$ cat src/rtl/kt_pkg.sv
package kt_pkg;
  localparam int WORD_W = 32;

  typedef enum logic {
    BANK_LO = 1'b0,
    BANK_HI = 1'b1
  } bank_e;
endpackage

$ cat src/rtl/kt_flag_bank.sv
module kt_flag_bank #(
  parameter int W = 9
) (
  input  logic         clk,
  input  logic         rst,
  input  logic         clr_i,
  input  logic [W-1:0] set_i,
  output logic [W-1:0] flags_o
);
  logic [W-1:0] flags_q;

  // a clear and a set in one cycle: the set wins for its own bits
  always_ff @(posedge clk) begin
    if (rst) flags_q <= '0;
    else     flags_q <= (clr_i ? '0 : flags_q) | set_i;
  end

  assign flags_o = flags_q;


  set_sticks_chk: assert property (@(posedge clk) disable iff (rst)
    (set_i != '0) |=> ((flags_q & $past(set_i)) == $past(set_i)));


  idle_stable_chk: assert property (@(posedge clk) disable iff (rst)
    (!clr_i && set_i == '0) |=> $stable(flags_q));
endmodule

$ cat src/rtl/kt_read_mux.sv
module kt_read_mux
  import kt_pkg::*;
#(
  parameter int MEL_CH = 9,
  parameter int RHY_CH = 5
) (
  input  logic [MEL_CH-1:0] bank0_i,
  input  logic [MEL_CH-1:0] bank1_i,
  input  logic [RHY_CH-1:0] rhy_i,
  output bank_e             sel_o,
  output logic [WORD_W-1:0] word_o
);
  localparam int RHY_LSB  = MEL_CH;
  localparam int BANK_BIT = RHY_LSB + RHY_CH + 1;

  always_comb begin
    if (bank0_i == '0 && bank1_i != '0) sel_o = BANK_HI;
    else                                sel_o = BANK_LO;
  end

  always_comb begin
    word_o = '0;
    word_o[MEL_CH-1:0]        = (sel_o == BANK_HI) ? bank1_i : bank0_i;
    word_o[RHY_LSB +: RHY_CH] = rhy_i;
    word_o[BANK_BIT]          = (sel_o == BANK_HI);
  end


  bank0_first_chk: assert final ((bank0_i == '0) || (sel_o == BANK_LO));
endmodule

$ cat src/rtl/key_trace_reg.sv
module key_trace_reg
  import kt_pkg::*;
#(
  parameter int MEL_CH = 9,
  parameter int RHY_CH = 5
) (
  input  logic              clk,
  input  logic              rst,
  input  logic [MEL_CH-1:0] mel_evt,
  input  logic              mel_bank,
  input  logic [RHY_CH-1:0] rhy_evt,
  input  logic              rd_stb,
  output logic [31:0]       rd_data
);
  localparam int N_BANKS  = 2;
  localparam int RHY_LSB  = MEL_CH;
  localparam int BANK_BIT = RHY_LSB + RHY_CH + 1;

  logic [MEL_CH-1:0] mel_flags [N_BANKS];
  logic [RHY_CH-1:0] rhy_flags;
  bank_e             sel;
  logic [WORD_W-1:0] word;

  for (genvar b = 0; b < N_BANKS; b++) begin : g_bank
    logic [MEL_CH-1:0] bank_set;
    logic              bank_clr;

    assign bank_set = (mel_bank == b[0]) ? mel_evt : '0;
    assign bank_clr = rd_stb && (sel == bank_e'(b[0]));

    kt_flag_bank #(.W(MEL_CH)) u_bank (
      .clk     (clk),
      .rst     (rst),
      .clr_i   (bank_clr),
      .set_i   (bank_set),
      .flags_o (mel_flags[b])
    );
  end

  kt_flag_bank #(.W(RHY_CH)) u_rhy (
    .clk     (clk),
    .rst     (rst),
    .clr_i   (rd_stb),
    .set_i   (rhy_evt),
    .flags_o (rhy_flags)
  );

  kt_read_mux #(.MEL_CH(MEL_CH), .RHY_CH(RHY_CH)) u_mux (
    .bank0_i (mel_flags[0]),
    .bank1_i (mel_flags[1]),
    .rhy_i   (rhy_flags),
    .sel_o   (sel),
    .word_o  (word)
  );

  always_ff @(posedge clk) begin
    if (rst)         rd_data <= '0;
    else if (rd_stb) rd_data <= word;
  end


  reserved_zero_chk: assert property (@(posedge clk) disable iff (rst)
    (rd_data[31:BANK_BIT+1] == '0) && (rd_data[BANK_BIT-1] == 1'b0));


  hold_chk: assert property (@(posedge clk) disable iff (rst)
    !rd_stb |=> $stable(rd_data));


  bank0_report_chk: assert property (@(posedge clk) disable iff (rst)
    (rd_stb && mel_flags[0] != '0) |=> (rd_data[BANK_BIT] == 1'b0));


  clear_chk: assert property (@(posedge clk) disable iff (rst)
    (rd_stb && sel == BANK_LO && mel_evt == '0) |=> (mel_flags[0] == '0));
endmodule

$ cat config.mk
export PLATFORM = sky130hd
export DESIGN_NAME = key_trace_reg
export DESIGN_NICKNAME = d
export VERILOG_FILES = /design/src/rtl/kt_pkg.sv /design/src/rtl/kt_flag_bank.sv /design/src/rtl/kt_read_mux.sv /design/src/rtl/key_trace_reg.sv
export SDC_FILE = /design/constraint.sdc
export NUM_CORES = 1
export LEC_CHECK = 0
export CAP_MARGIN = 10
export CORE_MARGIN = 1
export CORE_UTILIZATION = 45
export DETAILED_ROUTE_END_ITERATION = 10
export PLACE_DENSITY_LB_ADDON = 0.25
export SETUP_SLACK_MARGIN = 0.3
export SKIP_CTS_REPAIR_TIMING = 1
export SYNTH_ARGS = -nofsm -noshare
export SYNTH_HDL_FRONTEND = slang
export SYNTH_SLANG_ARGS = --single-unit
$ cat constraint.sdc
create_clock -name clk -period 2.1 [get_ports clk]
set_input_delay 0.21 -clock clk [delete_from_list [all_inputs] [get_ports clk]]
set_output_delay 0.21 -clock clk [all_outputs]
set_load 0.01 [all_outputs]
==> metrics.txt <==
Global Route Usage Sum 19.4%; CP peak stage delay 0.54 ns; CP startpoint kind flip-flop; Yosys top cell area share 48.5%; Initial Util 47.0%; synthesized instance count 163; First DRT Iteration DRCs 69; cell area after layout 0.00194 mm²; vias in the first global route 1109; Distinct cells, synth 26; WL final 3340 µm; cell taking the most area after synthesis dfxtp_1; vias per cell 5.05; fmax 611 MHz; IO buf count 32; ys flop type dfxtp_1; CP max FO 4; Via Count 1231; Syn Area/Cell 9.62 µm²; mapped cell area 0.00157 mm²; ANT cells 0; Final Power 1430 µW; worst skew pair latency 0.34 ns; CP Cell Sequence or4_4 > nor4_4 > nand4b_2 > a311oi_1; RSZ-0062 raised after global routing false; Worst slew margin 63.7%; routed len/inst 13.7 µm; CTS buffer count 5; area occupied by multi-input gates 692 µm²; RD Place Congestion 0.764; drt first pass iters 4; Die Y 61.0 µm; worst setup path class flip-flop to flip-flop; largest net degree at the start of global routing 17; H-tree depth 2; overall die width 61.0 µm; worst hold path type primary input to flip-flop; HPWL Detailed 2420 µm; most common library cells after synthesis dfxtp_1 (38), nor2_1 (19), buf_4 (18), a21oi_1 (15), mux2i_1 (14); Max Cap Viol 0; global route overflow 0; Setup Viol. Count Final 0; status complete, no violations; Tcrit/Tclk final 77.9%; CTS max path bufs 2; Area Growth Syn to Fin 23.5%; Seq/Total Area, Yosys 48.5%; I/O pin count 50; count leader, synth dfxtp_1; Fin Setup TNS 0 ns; Final #Nets 215; first-pass GRT wire length 5150 µm; die area 0.00372 mm²; CTS clk-pin slew, worst paths 0.11 ns; Post-route DRC 0; Register Area 761 µm²; CTS tree done; worst clock skew 0.0109 ns; core area 0.00334 mm²; crit path buf inv count 0; warning count from the yosys run 0; final critical-path required period 1.64 ns; delay-heaviest family, CP simple AND/OR/NAND/NOR gates; Area after DPL 0.00188 mm²; CTS sink count 38; Crit-path slowest cell or4_4; fillers 328; Row Count 21; WP data required 2.32 ns; power per cell area 736 mW/mm²; number of enable flip-flop cells after synthesis 0; largest cells by area after synthesis dfxtp_1 (49%), mux2i_1 (8.9%), buf_4 (8.6%); Lkg Pwr 0.000787 µW; Final Hold Viols 0; initial antenna violation count 0; synthesis-stage register bit count 38; Root Buffer Master clkbuf_4; Slew @ Worst Pin 0.543 ns; CP Capture Type flip-flop; crit path DAT 1.86 ns; max-slew violations 0; Post-DRT Antenna Nets 0; maximum vdd ir drop 0.433 mV; Synth async-reset ratio 0%; share of cells above drive strength 1 8.08%
final cells by class:
cell class	instances	area share, %
clock buffers	7	2.84
repair buffers	37	18.5
clock inverters	1	0.259
flip-flops and latches	38	39.3
multi-input cells	113	35.7
well taps	46	2.97
inverters	2	0.388
tightest hold or removal path, stage by stage:
cell and delay, ns:
clkdlybuf4s50_1 0.40, a21oi_1 0.11, nor2_1 0.04
layer usage:
metal  up-vias  share of wire, %  GRT usage [%]
li1        610                 -              -
met1       568                43           23.3
met2        48                48           31.5
met3         5               7.7           6.93
met4         0               1.5           8.44
met5         -                 0              0
logic make-up (layout without fill, tap and decap cells):
group	after synthesis	after routing	synth area share, %
compound gates	38	38	15.3
mux	14	14	8.94
buf+inv	28	47	11.2
flops	38	38	48.5
simple gates	44	44	15.8
other cells	1	17	0.239
sequential cells by signal, summed over array words and instances (netlist names):
| signal | count |
|---|---|
| g_bank.u_bank.flags_o | 18 |
| rd_data | 15 |
| u_rhy.flags_o | 5 |
cell usage in the layout (no fill, tap or decap), types with 3 or more instances in the layout:
master | synthesis | routed
nand3b_1 | 3 | 3
dfxtp_1 | 38 | 38
nand2_1 | 12 | 12
buf_4 | 18 | 5
o21ai_0 | 6 | 6
a22oi_1 | 6 | 6
a22o_1 | 5 | 5
a21oi_1 | 15 | 15
nor2_1 | 19 | 19
conb_1 | 1 | 17
clkdlybuf4s50_1 | 0 | 32
clkbuf_4 | 0 | 5
a311oi_1 | 3 | 3
mux2i_1 | 14 | 14
per-stage QoR:
step                setup slack, ns  util (%)  std cells  hold slack (ns)
floorplan                     0.648         -        179            0.319
global placement              0.444      56.2        236            0.463
detailed placement            0.433      56.2        236            0.468
CTS                           0.464      58.0        244            0.448
global route                  0.415      58.0        244            0.450
finish                        0.464      58.0        244            0.458
power by group:
| part | leakage [µW] | switching (µW) | total, µW | internal [µW] |
|---|---|---|---|---|
| sequential | 0.000313 | 34.0 | 800 | 766 |
| combinational | 0.000439 | 116 | 231 | 116 |
| clock | 0.0000353 | 232 | 394 | 162 |
path summary, 6_finish.rpt:
kind / start / to / slack, ns / cells past startpoint
max: g_bank[1].u_bank.flags_o[2]$_SDFF_PP0_ / g_bank[0].u_bank.flags_o[3]$_SDFF_PP0_ / 0.46 / 4
min: rhy_evt[4] / u_rhy.flags_o[4]$_SDFF_PP0_ / 0.46 / 3
max reg2reg: g_bank[1].u_bank.flags_o[2]$_SDFF_PP0_ / g_bank[0].u_bank.flags_o[3]$_SDFF_PP0_ / 0.46 / 4
min reg2reg: g_bank[1].u_bank.flags_o[1]$_SDFF_PP0_ / rd_data[1]$_SDFFE_PP0P_ / 0.48 / 2
Power figures use the tool's default switching activity.
